[src/rtl/llsc_pkg.sv]
package llsc_pkg;
   typedef enum logic [2:0] {
      ST_IDLE,
      ST_RD,
      ST_WAIT,
      ST_SEND,
      ST_REPLY,
      ST_RSP
   } llsc_state_e;
endpackage

[src/rtl/llsc_reg.sv]
module llsc_reg #(
   parameter int ADDR_W = 32,
   parameter int DATA_W = 64
) (
   input  logic              clk,
   input  logic              rst_n,
   input  logic              load,
   input  logic [ADDR_W-1:0] ld_addr,
   input  logic [DATA_W-1:0] ld_data,
   input  logic              ld_long,
   input  logic              clr,
   output logic              hold_valid,
   output logic [ADDR_W-1:0] hold_addr,
   output logic [DATA_W-1:0] hold_data,
   output logic              hold_long
);
   always_ff @(posedge clk) begin
      if (!rst_n) begin
         hold_valid <= 1'b0;
         hold_addr  <= '0;
         hold_data  <= '0;
         hold_long  <= 1'b0;
      end else if (load) begin
         hold_valid <= 1'b1;
         hold_addr  <= ld_addr;
         hold_data  <= ld_data;
         hold_long  <= ld_long;
      end else if (clr) begin
         hold_valid <= 1'b0;
      end
   end
endmodule

[src/rtl/llsc_flitgen.sv]
module llsc_flitgen #(
   parameter int WORD_W = 32,
   parameter int DATA_W = 64
) (
   input  logic              clk,
   input  logic              rst_n,
   input  logic              active,
   input  logic              wide,
   input  logic [DATA_W-1:0] old_d,
   input  logic [DATA_W-1:0] new_d,
   input  logic              ready,
   output logic              valid,
   output logic [WORD_W-1:0] data,
   output logic              last,
   output logic              done
);
   localparam int WPD = DATA_W / WORD_W;
   localparam int NF  = 2 * WPD;
   localparam int CW  = $clog2(NF);

   generate
      if (DATA_W % WORD_W != 0 || WPD < 1)
         $error("llsc_flitgen: DATA_W must be a multiple of WORD_W");
   endgenerate

   logic [WORD_W-1:0] wide_w [NF];
   logic [CW-1:0]     idx;
   logic [CW-1:0]     last_idx;

   generate
      for (genvar i = 0; i < NF; i++) begin : g_word
         if (i < WPD) begin : g_old
            assign wide_w[i] = old_d[i*WORD_W +: WORD_W];
         end else begin : g_new
            assign wide_w[i] = new_d[(i-WPD)*WORD_W +: WORD_W];
         end
      end
   endgenerate

   assign last_idx = wide ? CW'(NF-1) : CW'(1);
   assign valid    = active;
   assign last     = (idx == last_idx);
   assign done     = valid && ready && last;

   always_comb begin
      if (wide)
         data = wide_w[idx];
      else if (idx == '0)
         data = old_d[WORD_W-1:0];
      else
         data = new_d[WORD_W-1:0];
   end

   always_ff @(posedge clk) begin
      if (!rst_n)
         idx <= '0;
      else if (done)
         idx <= '0;
      else if (valid && ready)
         idx <= idx + CW'(1);
   end


   flit_hold_chk: assert property (@(posedge clk) disable iff (!rst_n)
      valid && !ready |=> valid && $stable(data));
endmodule

[src/rtl/llsc_ctrl.sv]
module llsc_ctrl
   import llsc_pkg::*;
#(
   parameter int ADDR_W = 32,
   parameter int DATA_W = 64
) (
   input  logic              clk,
   input  logic              rst_n,
   input  logic              req_valid,
   output logic              req_ready,
   input  logic              req_is_sc,
   input  logic              req_long,
   input  logic [ADDR_W-1:0] req_addr,
   input  logic [DATA_W-1:0] req_wdata,
   output logic              rsp_valid,
   output logic [DATA_W-1:0] rsp_data,
   output logic              rsp_sc_ok,
   output logic              rd_valid,
   input  logic              rd_ready,
   input  logic              rd_rsp_valid,
   input  logic              sc_reply_valid,
   input  logic              sc_reply_ok,
   input  logic [DATA_W-1:0] rd_rsp_data,
   input  logic              hold_valid,
   input  logic [ADDR_W-1:0] hold_addr,
   input  logic              hold_long,
   output logic              reg_load,
   output logic              reg_clr,
   output logic              fg_active,
   input  logic              fg_done,
   output logic [ADDR_W-1:0] cur_addr,
   output logic              cur_long,
   output logic [DATA_W-1:0] cur_wdata
);
   llsc_state_e       state;
   logic              cur_is_sc;
   logic              spin;
   logic [DATA_W-1:0] rsp_d;
   logic              rsp_ok;
   logic              req_fire;
   logic              sc_hit;

   assign req_fire = req_valid && (state == ST_IDLE);
   assign sc_hit   = hold_valid && (hold_addr == req_addr) && (hold_long == req_long);

   always_ff @(posedge clk) begin
      if (!rst_n) begin
         state     <= ST_IDLE;
         cur_is_sc <= 1'b0;
         cur_long  <= 1'b0;
         cur_addr  <= '0;
         cur_wdata <= '0;
         spin      <= 1'b0;
         rsp_d     <= '0;
         rsp_ok    <= 1'b0;
      end else begin
         unique case (state)
            ST_IDLE: if (req_fire) begin
               cur_is_sc <= req_is_sc;
               cur_long  <= req_long;
               cur_addr  <= req_addr;
               cur_wdata <= req_wdata;
               rsp_d     <= '0;
               rsp_ok    <= 1'b0;
               if (req_is_sc) begin
                  state <= sc_hit ? ST_SEND : ST_RSP;
               end else begin
                  spin  <= hold_valid && (hold_addr == req_addr);
                  state <= ST_RD;
               end
            end
            ST_RD:    if (rd_ready) state <= ST_WAIT;
            ST_WAIT:  if (rd_rsp_valid) begin
               rsp_d <= rd_rsp_data;
               state <= ST_RSP;
            end
            ST_SEND:  if (fg_done) state <= ST_REPLY;
            ST_REPLY: if (sc_reply_valid) begin
               rsp_ok <= sc_reply_ok;
               state  <= ST_RSP;
            end
            ST_RSP:   state <= ST_IDLE;
            default:  state <= ST_IDLE;
         endcase
      end
   end

   assign req_ready = (state == ST_IDLE);
   assign rd_valid  = (state == ST_RD);
   assign reg_load  = (state == ST_WAIT) && rd_rsp_valid && !spin;
   assign reg_clr   = req_fire && req_is_sc;
   assign fg_active = (state == ST_SEND);
   assign rsp_valid = (state == ST_RSP);
   assign rsp_data  = rsp_d;
   assign rsp_sc_ok = rsp_ok;


   sc_local_fail_chk: assert property (@(posedge clk) disable iff (!rst_n)
      req_fire && req_is_sc && !sc_hit |=> rsp_valid && !rsp_sc_ok && !fg_active);


   sc_consumes_chk: assert property (@(posedge clk) disable iff (!rst_n)
      reg_clr |=> !hold_valid);


   rd_only_ll_chk: assert property (@(posedge clk) disable iff (!rst_n)
      rd_valid |-> !cur_is_sc);


   idle_quiet_chk: assert property (@(posedge clk) disable iff (!rst_n)
      req_ready |-> !rsp_valid && !rd_valid && !fg_active);
endmodule

[src/rtl/llsc_unit.sv]
module llsc_unit #(
   parameter int ADDR_W = 32,
   parameter int WORD_W = 32
) (
   input  logic                  clk,
   input  logic                  rst_n,
   input  logic                  req_valid,
   output logic                  req_ready,
   input  logic                  req_is_sc,
   input  logic                  req_long,
   input  logic [ADDR_W-1:0]     req_addr,
   input  logic [2*WORD_W-1:0]   req_wdata,
   output logic                  rsp_valid,
   output logic [2*WORD_W-1:0]   rsp_data,
   output logic                  rsp_sc_ok,
   output logic                  rd_valid,
   input  logic                  rd_ready,
   output logic [ADDR_W-1:0]     rd_addr,
   output logic                  rd_long,
   input  logic                  rd_rsp_valid,
   input  logic [2*WORD_W-1:0]   rd_rsp_data,
   output logic                  flit_valid,
   input  logic                  flit_ready,
   output logic [WORD_W-1:0]     flit_data,
   output logic                  flit_last,
   output logic [ADDR_W-1:0]     sc_addr,
   output logic                  sc_long,
   input  logic                  sc_reply_valid,
   input  logic                  sc_reply_ok,
   input  logic                  coh_valid,
   input  logic [ADDR_W-1:0]     coh_addr
);
   localparam int DATA_W = 2 * WORD_W;

   generate
      if (ADDR_W < 1 || WORD_W < 1)
         $error("llsc_unit: widths must be positive");
   endgenerate

   logic              hold_valid, hold_long;
   logic [ADDR_W-1:0] hold_addr;
   logic [DATA_W-1:0] hold_data;
   logic              reg_load, reg_clr, fg_active, fg_done;
   logic [ADDR_W-1:0] cur_addr;
   logic              cur_long;
   logic [DATA_W-1:0] cur_wdata;

   llsc_ctrl #(.ADDR_W(ADDR_W), .DATA_W(DATA_W)) u_ctrl (
      .clk, .rst_n, .req_valid, .req_ready, .req_is_sc, .req_long, .req_addr,
      .req_wdata, .rsp_valid, .rsp_data, .rsp_sc_ok, .rd_valid, .rd_ready,
      .rd_rsp_valid, .sc_reply_valid, .sc_reply_ok, .rd_rsp_data,
      .hold_valid, .hold_addr, .hold_long, .reg_load, .reg_clr, .fg_active,
      .fg_done, .cur_addr, .cur_long, .cur_wdata
   );

   llsc_reg #(.ADDR_W(ADDR_W), .DATA_W(DATA_W)) u_reg (
      .clk, .rst_n, .load(reg_load), .ld_addr(cur_addr), .ld_data(rd_rsp_data),
      .ld_long(cur_long), .clr(reg_clr), .hold_valid, .hold_addr, .hold_data,
      .hold_long
   );

   llsc_flitgen #(.WORD_W(WORD_W), .DATA_W(DATA_W)) u_flit (
      .clk, .rst_n, .active(fg_active), .wide(cur_long), .old_d(hold_data),
      .new_d(cur_wdata), .ready(flit_ready), .valid(flit_valid),
      .data(flit_data), .last(flit_last), .done(fg_done)
   );

   assign rd_addr = cur_addr;
   assign rd_long = cur_long;
   assign sc_addr = cur_addr;
   assign sc_long = cur_long;


   coh_keeps_chk: assert property (@(posedge clk) disable iff (!rst_n)
      coh_valid && hold_valid && (coh_addr == hold_addr) && !reg_clr && !reg_load
      |=> hold_valid && $stable(hold_data));


   flit_only_hit_chk: assert property (@(posedge clk) disable iff (!rst_n)
      $rose(flit_valid) |-> $past(reg_clr));
endmodule

[config.mk]
export PLATFORM = sky130hd
export DESIGN_NAME = llsc_unit
export DESIGN_NICKNAME = d
export VERILOG_FILES = /design/src/rtl/llsc_pkg.sv /design/src/rtl/llsc_reg.sv /design/src/rtl/llsc_flitgen.sv /design/src/rtl/llsc_ctrl.sv /design/src/rtl/llsc_unit.sv
export SDC_FILE = /design/constraint.sdc
export NUM_CORES = 1
export LEC_CHECK = 0
export BUFFER_PORTS_ARGS = -buffer_cell sky130_fd_sc_hd__buf_2
export CAP_MARGIN = 15
export CORE_MARGIN = 5
export CORE_UTILIZATION = 47
export CTS_CLUSTER_SIZE = 10
export DETAILED_ROUTE_END_ITERATION = 16
export HOLD_SLACK_MARGIN = 0.15
export PLACE_DENSITY_LB_ADDON = 0.1
export SETUP_SLACK_MARGIN = 0.2
export SLEW_MARGIN = 30
export SYNTH_ARGS = -nofsm -noshare
export SYNTH_HDL_FRONTEND = slang
export SYNTH_SLANG_ARGS = --single-unit
[constraint.sdc]
create_clock -name clk -period 2.25 [get_ports clk]
set_clock_uncertainty 0.1 [all_clocks]
set_input_delay 0.225 -clock clk [delete_from_list [all_inputs] [get_ports clk]]
set_output_delay 0.225 -clock clk [all_outputs]
set_load 0.01 [all_outputs]
Yosys cells after proc, flatten, opt, wreduce, memory -nomap -nowiden
Index checks and enable logic that the tools add are counted.

storage, ports and cells
  register bits = 266
  word-level logic and storage cells = 72

cells by class
  $add $sub $neg = 1
  $lt $le $gt $ge = 1
  equal/unequal tests = 13
  multiplexer cells = 22
  bitwise gates (word level) = 3
  reductions and logical operators = 20

operators with widths
  cell                 count
  $mux 32              4
  $mux 64              2
  $pmux 64 s2          1
  $bmux 32 s2          1
  $eq 32x32->1         1
  $mux 3               7
  $pmux 3 s5           1
  $reduce_and 3->1     3
  $logic_and 1x1->1    8
  $eq 3x2->1 const B   2
  $eq 3x3->1 const B   2
  $ne 2x2->1 const B   3
  $reduce_bool 2->1    3
  $reduce_and 5->1     1
  $mux 1               4
  $ne 2x1->1 const B   2
  $eq 3x1->1 const B   1
  $ge 3x3->1 const B   1
  $logic_not 3->1      1
  $not 2->3            1
  $add 2x1->2 const B  1
  $eq 2x2->1           1
  $logic_not 2->1      1
  $mux 2               1
  other kinds (6)      7

Depth between registers and ports, before layout
Gate-level depths: netlist of the first run.

  depth after elaboration = 7
  mapped depth = 9
  depth with buffers taken out = 5

Hierarchy
Synthesis of the first run repeated with hierarchy kept, for this count alone.

unflattened totals
  cells, all modules = 1360
  area total of the unflattened synthesis = 12625.9 um^2

by module, submodules not included
  module        instances  cells an instance  area an instance (um^2)  sequential area each (um^2)
  llsc_ctrl     1          811                6844.1                   3323.2
  llsc_reg      1          315                3694.8                   1961.9
  llsc_flitgen  1          201                1839.3                   40.0
  llsc_unit     1          33                 247.7                    0.0

Worst setup path before layout of the first run
OpenSTA, ideal clock, no wires.

  path kind = flip-flop to output port
  start = reg u_flit.idx[0]
  end = out flit_data[11]
  arrival = 2221 ps
  required time = 1925 ps
  setup slack = -296 ps
  cell stages (with the launch flop) = 10
  cell sequence = dfxtp_1 buf_2 buf_2 buf_2 inv_1 ha_1 clkbuf_1 clkbuf_1 mux2i_1 o21ai_0

on the way
  longest elaborated chain between the ends = 5

ends and longest elaborated chain
  what                                         line                source
  start, declared                              llsc_flitgen.sv:27  logic [CW-1:0] idx;
  start signal, assigned                       llsc_flitgen.sv:60  idx <= idx + CW'(1);
  $not 2->3 (not written as such)              llsc_flitgen.sv:47  data = wide_w[idx];
  $bmux 32 s2                                  llsc_flitgen.sv:47
  $mux 32 (not written as such) (2 in series)  llsc_flitgen.sv:47
  $mux 32 *                                    llsc_flitgen.sv:46  if (wide)
  end, declared                                llsc_unit.sv:24     output logic [WORD_W-1:0] flit_data,

Mark *: on every way between the ends. The rest lies on a longest branch, timed or not. The select of a mux whose other input is x is not followed.

Worst setup path in the final report of the first run
  start = reg u_flit.idx[0]
  end = out flit_data[9]

Same word-level chain as after synthesis.

==> results of run 1 <==
==> sequential cells by signal (all words and copies together) (netlist names) <==
| name | cells |
|---|---|
| u_ctrl.spin | 1 |
| u_flit.idx | 2 |
| u_ctrl.cur_long | 1 |
| u_ctrl.cur_addr | 32 |
| u_ctrl.state | 3 |
| u_ctrl.rsp_data | 64 |
| u_ctrl.cur_wdata | 64 |
| u_reg.hold_long | 1 |
| u_reg.hold_data | 64 |
| u_reg.hold_addr | 32 |
| u_reg.hold_valid | 1 |
| u_ctrl.rsp_sc_ok | 1 |
==> path summary, 6_finish.rpt <==
| check | from | end | slack (ns) | cells past startpoint |
|---|---|---|---|---|
| worst min-delay path | rd_ready | u_ctrl.state[2] | 0.24 | 6 |
| worst max register to register | u_ctrl.state[2] | u_ctrl.state[0] | 0.29 | 5 |
| worst min register to register | u_ctrl.rsp_data[4] | u_ctrl.rsp_data[4] | 0.34 | 2 |
| worst max-delay path | u_flit.idx[0] | flit_data[9] | -0.06 | 7 |
==> placed cells by master, fill, tap and decap left out, types with 4 or more instances in the layout <==
master / count
a21boi_0: 170
a21boi_1: 91
buf_12: 16
buf_16: 5
buf_2: 336
buf_4: 26
clkbuf_1: 10
clkbuf_16: 33
dfxtp_1: 262
dlygate4sd3_1: 170
inv_1: 4
mux2i_1: 33
mux4_2: 32
nand2_1: 490
nand3_1: 68
nor2_1: 5
nor4_1: 7
o21ai_0: 5
o21ai_1: 24
o21ai_2: 7
xor2_1: 31
==> metrics by stage <==
| step | power [mW] | setup WS [ns] | area, µm² | utilization [%] | hold slack (ns) |
|---|---|---|---|---|---|
| floorplan | 6.66 | 0.196 | 12200 | - | 0.260 |
| global placement | 7.39 | 0.272 | 13900 | 54.8 | 0.334 |
| detailed placement | 7.42 | 0.213 | 13900 | 54.8 | 0.340 |
| CTS | 12.0 | -0.0896 | 16700 | 66.1 | 0.203 |
| global route | 12.5 | -0.145 | 16800 | 66.5 | 0.282 |
| finish | 11.9 | -0.0629 | 16800 | 66.5 | 0.242 |
==> logic make-up (layout without fill, tap and decap cells) <==
group	Yosys count	count (layout)	synth area share [%]
compound gates	311	311	18.5
other cells	0	2	0
mux	66	66	8.73
flops	266	266	43.8
xor+xnor	34	34	2.45
fa+ha+maj	1	1	0.103
simple gates	593	594	19.8
buf+inv	151	606	6.61
==> worst max-delay path, cell delays in order, from the launching register on <==
cell and delay, ns:
dfxtp_4 0.39, inv_1 0.08, ha_4 0.19, buf_4 0.14, buf_12 0.14, mux2i_1 0.14
o21ai_2 0.20, buf_2 0.16
==> final cells by class <==
class	count	area, µm²	share of cell area [%]
inverters	5	18.8	0.111
diodes	2	5.00	0.0297
well taps	330	413	2.45
multi-input cells	1006	6100	36.2
repair buffers	558	4120	24.5
flip-flops and latches	266	5340	31.7
clock buffers	43	841	5.00
==> repair_timing <==
action                                  in CTS  in global routing
cloned                                       5                  3
hold buffers                               170                  0
setup buffers                               10                  1
endpoints found under the hold margin      237                  0
gates resized for setup                     20                  6
pin swaps                                    2                  6
endpoints found under the setup margin      33                 90
==> routing by layer <==
| metal | GRT usage [%] | up-vias | share of wire [%] |
|---|---|---|---|
| met5 | 0 | - | 0.018 |
| met4 | 7.58 | 2 | 3.0 |
| met3 | 4.71 | 92 | 7.2 |
| met2 | 42.0 | 388 | 47 |
| met1 | 33.8 | 5352 | 43 |
| li1 | - | 5617 | - |
==> power by group through the flow <==
stage          clock, mW  sequential (mW)  combinational (mW)
3_3_place_gp           0             5.32                2.07
4_1_cts             4.46             5.23                2.36
5_1_grt             4.65             5.28                2.59
6_report            4.35             5.23                2.36
2_1_floorplan          0             5.31                1.34
3_5_place_dp           0             5.33                2.09
==> results by group, run 1 <==
Clock tree
  • Clock Path Buffers: 3
  • Total CTS buffers: 31
  • Clk_lat worst skew: 0.54 ns
  • Sink Count: 266
  • CTS tree: built
  • Clk slew on worst S/H paths: 0.06 ns
  • H-tree Lvls: 1
  • Root buffer cell: clkbuf_16

Setup path
  • Worst EP required: 1.92 ns
  • Crit path max fanout: 8
  • Data arrival time of the critical path: 1.99 ns
  • CP startpoint kind: flop
  • Crit end category: primary output
  • Crit Path Class: reg2out

Yosys
  • EDFF count, synth: 0
  • Synth async-reset ratio: 0%
  • Area leader, netlist: dfxtp_1
  • Post-synth cell types: 42
  • Post-Syn Nets: 1626
  • Mapped Area: 0.0122 mm²
  • Avg Cell Area, Syn: 8.55 µm²
  • Flop and latch count out of synthesis: 266
  • Sequential area share after synthesis: 43.8%
  • Area share of the largest cell type after synthesis: 43.8%
  • Yosys warnings: 0
  • Synth Flop Type: dfxtp_1
  • Area contributors post-synth: dfxtp_1 44%, nand2_1 15%, a21boi_0 10%
  • Top cells by count, synth: 493 x nand2_1, 266 x dfxtp_1, 170 x a21boi_0
  • Syn Inst Count: 1422
  • Top-count cell post-synth: nand2_1

Route
  • Drt via density: 5.18
  • First-pass detailed-route iteration total: 5
  • Final ANT Viol Nets: 0
  • Total number of vias: 11500
  • Post-Route WL: 38600 µm
  • DRC: 0
  • Number of DRC markers in iteration 0: 600
  • Avg WL per Cell: 17.4 µm

Flow run
  • Max Cap Viol: 0

Power and ir drop
  • Switching Share: 28.8%
  • Combinational share of power: 19.8%
  • Worst vdd ir: 0.486 mV
  • Switching Power: 3.44 mW
  • Pint: 8.51 mW
  • Clock share of power: 36.4%
  • Register share of total power: 43.8%
  • Static leakage: 7.08 nW
  • PD cells: 710 mW/mm²

Timing
  • Slew @ Worst Pin: 0.628 ns
  • Ratio of final minimum period to clock period: 103%
  • Endpoints failing setup: 19
  • RSZ-0062 raised after global routing: yes
  • Final hold violations: 0
  • Slew margin rel.: 58.1%
  • Max Freq: 432 MHz
  • Slack of the critical path: -0.0629 ns
  • Final min period: 2.31 ns
  • Setup TNS: -0.500 ns
  • Final Max Tran Viols: 0

Cells and area
  • Non-Filler Instances: 2210
  • Final net count: 2072
  • Filler Cell Count: 2141
  • Area Growth Syn to Fin: 38.5%
  • Layout cells sized above 1: 25.5%

Global routing
  • Initial antenna violation count: 3
  • First-pass GRT wire length: 60000 µm
  • Total GRT Usage: 25.3%
  • Vias in the first global route: 11200
  • Largest net degree at the start of global routing: 85
  • Gr ovfl total: 0

Die
  • Die Ht: 171 µm
  • Die footprint: 0.0292 mm²
  • Initial Util: 48.0%
  • Row count: 58
  • Io pins: 371
  • Die X-Extent: 171 µm
  • Core ar.: 0.0253 mm²

Place
  • DP HPWL: 23800 µm
  • Placed insts: 1976
  • IO buf count: 337
  • Routability congestion estimate: 0.843

Min path
  • Tightest Hold Check Type: in2reg

Status
  • Status: finished with violations
  • Failing checks: setup timing
(Power assumes the default switching activity.)
==> inputs of run 2 (changes only) <==
CORE_MARGIN = 2   (was 5)
==> run 2 against run 1 <==
  * Count of clock-buffer cells in the layout decreased by 1
  * Sequential cell count unchanged
  * The run still ends with setup timing left
  * Non-clock buffer count increased by 2
  * Sequential share of layout area decreased by 0.17 points
  * Hold slack got worse by 0.044 ns
  * Final cell count unchanged
  * Setup slack got worse by 0.057 ns
  * Global-route usage increased by 1.4 points
  * Die area decreased by 6.9%
  * Critical path depth increased by 2
  * Fmax decreased by 2.4%
  * Via count increased by 0.47%
==> results by group, run 2 (synthesis gave the netlist of run 1 again) <==
Global routing
  • Largest net degree at the start of global routing: 66
  • Total GRT Usage: 26.7%
  • Initial antenna violation count: 1
  • First-pass GRT wire length: 57500 µm
  • Vias in the first global route: 10800
  • Gr ovfl total: 0

Timing
  • RSZ-0062 raised after global routing: yes
  • Slew @ Worst Pin: 0.489 ns
  • Final hold violations: 0
  • Endpoints failing setup: 29
  • Slack of the critical path: -0.120 ns
  • Final min period: 2.37 ns
  • Slew margin rel.: 67.4%
  • Max Freq: 422 MHz
  • Final Max Tran Viols: 0
  • Ratio of final minimum period to clock period: 105%

Place
  • Placed insts: 1976
  • DP HPWL: 23300 µm
  • Routability congestion estimate: 0.801
  • IO buf count: 337
  • Pre-CTS WS: 0.297 ns
  • Placed Area: 0.0139 mm²

Power and ir drop
  • Static leakage: 7.12 nW
  • Pint: 8.57 mW
  • Switching Power: 3.45 mW
  • Clock share of power: 36.4%
  • PD cells: 711 mW/mm²
  • Worst vdd ir: 0.559 mV
  • Switching Share: 28.7%
  • Combinational share of power: 20.2%
  • Register share of total power: 43.4%

Setup path
  • Crit-path max cell delay: 0.37 ns
  • Slowest CP cell: dfxtp_4
  • Setup slack, reg-to-reg: 0.27 ns
  • Worst r2r path cells: 7
  • Crit path max fanout: 6
  • CP startpoint kind: flop
  • Data arrival time of the critical path: 2.04 ns
  • Worst EP required: 1.92 ns
  • Crit Reg-Reg Startpoint: u_flit.idx[1]
  • Critical-path cell list: buf_6 -> inv_4 -> ha_4 -> buf_6 -> buf_12 -> buf_16 -> mux2i_1 -> o21ai_1 -> buf_2
  • Crit end category: primary output
  • Crit path buffers/inverters: 6
  • Cell mode on critical path: buf_6
  • Crit Path Class: reg2out
  • RR Endpoint: u_ctrl.state[0]
  • Critical path depth in cells: 9
  • CP delay by family, top: buffers and inverters

Route
  • DRC: 0
  • Drt via density: 5.21
  • Number of DRC markers in iteration 0: 793
  • Total number of vias: 11500
  • First-pass detailed-route iteration total: 5
  • Final ANT Viol Nets: 0
  • Avg WL per Cell: 17.0 µm
  • Post-Route WL: 37700 µm

Cells and area
  • Most frequent cells in the layout: 487 x nand2_1, 336 x buf_2, 263 x dfxtp_1
  • Non-Filler Instances: 2210
  • Commonest non-fill, non-tap cell in the layout: nand2_1
  • Reg area: 0.00533 mm²
  • Multi-input gate area: 0.00611 mm²
  • Post-layout utilization of the core: 67.0%
  • Filler Cell Count: 2098
  • Final net count: 2073
  • Post-route cell area: 0.0169 mm²
  • Layout cells sized above 1: 25.7%
  • Area Growth Syn to Fin: 39.2%

Die
  • Initial Util: 48.1%
  • Die X-Extent: 165 µm
  • Die footprint: 0.0272 mm²
  • Row count: 58
  • Die Ht: 165 µm
  • Io pins: 371
  • Core ar.: 0.0253 mm²

Clock tree
  • Clk_lat worst skew: 0.54 ns
  • Clk slew on worst S/H paths: 0.06 ns
  • H-tree Lvls: 1
  • Sink Count: 266
  • CTS tree: built
  • Root buffer cell: clkbuf_16
  • Total CTS buffers: 31
  • Clock Path Buffers: 3

Min path
  • Hold path start: rd_ready
  • Tightest Hold Check Type: in2reg
  • Hold Crit Depth: 6
  • Worst hold endpoint: u_ctrl.state[2]

Status
  • Status: finished with violations
  • Failing checks: setup timing

Flow run
  • Max Cap Viol: 0
==> run 2: changes by cell type in the layout (fill, tap and decap cells not counted), sizes merged <==
cell    before  now
buf        386  390
clkbuf      45   42
and2         4    3
==> run 2: layout make-up <==
cell class / count / area share (%)
Inverter: 5 / 0.126
Multi-Input combinational cell: 1005 / 36.1
Antenna cell: 2 / 0.0296
Timing Repair Buffer: 560 / 24.8
Tap cell: 330 / 2.44
Sequential cell: 266 / 31.5
Clock buffer: 42 / 5.01
==> run 2: power groups by stage <==
stage,clock [mW],combinational [mW],sequential [mW]
final,4.38,2.43,5.22
after global routing,4.65,2.64,5.26
after CTS,4.47,2.39,5.22
after detailed placement,0,2.11,5.32
after global placement,0,2.09,5.31
after floorplan,0,1.34,5.31
==> run 2: repair_timing <==
action	CTS	global route
endpoints found under the hold margin	245	0
hold buffers	170	0
pin swaps	3	4
gates cloned	6	0
setup endpoints to repair	32	60
resized for setup	21	17
buffers inserted	9	5
==> run 2: how the worst max path moves through the flow <==
stage	start	end
after detailed placement	u_ctrl.state[1]	u_ctrl.rsp_data[5]
after floorplan	u_flit.idx[0]	flit_data[11]
final	u_flit.idx[0]	flit_data[27]
after CTS	u_flit.idx[0]	flit_data[27]
after global placement	u_flit.idx[0]	flit_data[2]
after global routing	u_flit.idx[0]	flit_data[27]
==> run 2: per-stage QoR <==
stage / power (mW) / hold slack (ns) / setup TNS [ns]
floorplan: 6.66 / 0.260 / 0
global placement: 7.39 / 0.333 / 0
detailed placement: 7.43 / 0.340 / 0
CTS: 12.1 / 0.170 / -2.42
global route: 12.5 / 0.231 / -3.84
finish: 12.0 / 0.198 / -1.57
==> run 2: worst min-delay path, cell delays in order <==
cell,delay (ns)
buf_2,0.10
nor2_1,0.08
a32oi_1,0.15
o311a_1,0.15
nand2_1,0.05
a21oi_1,0.03
==> run 2: layer usage <==
metal	up-vias	share of wire, %	track usage (%)
met2	398	48	45.0
li1	5614	-	-
met4	0	2.7	8.18
met3	75	6.3	4.72
met1	5418	43	35.0
met5	-	0	0
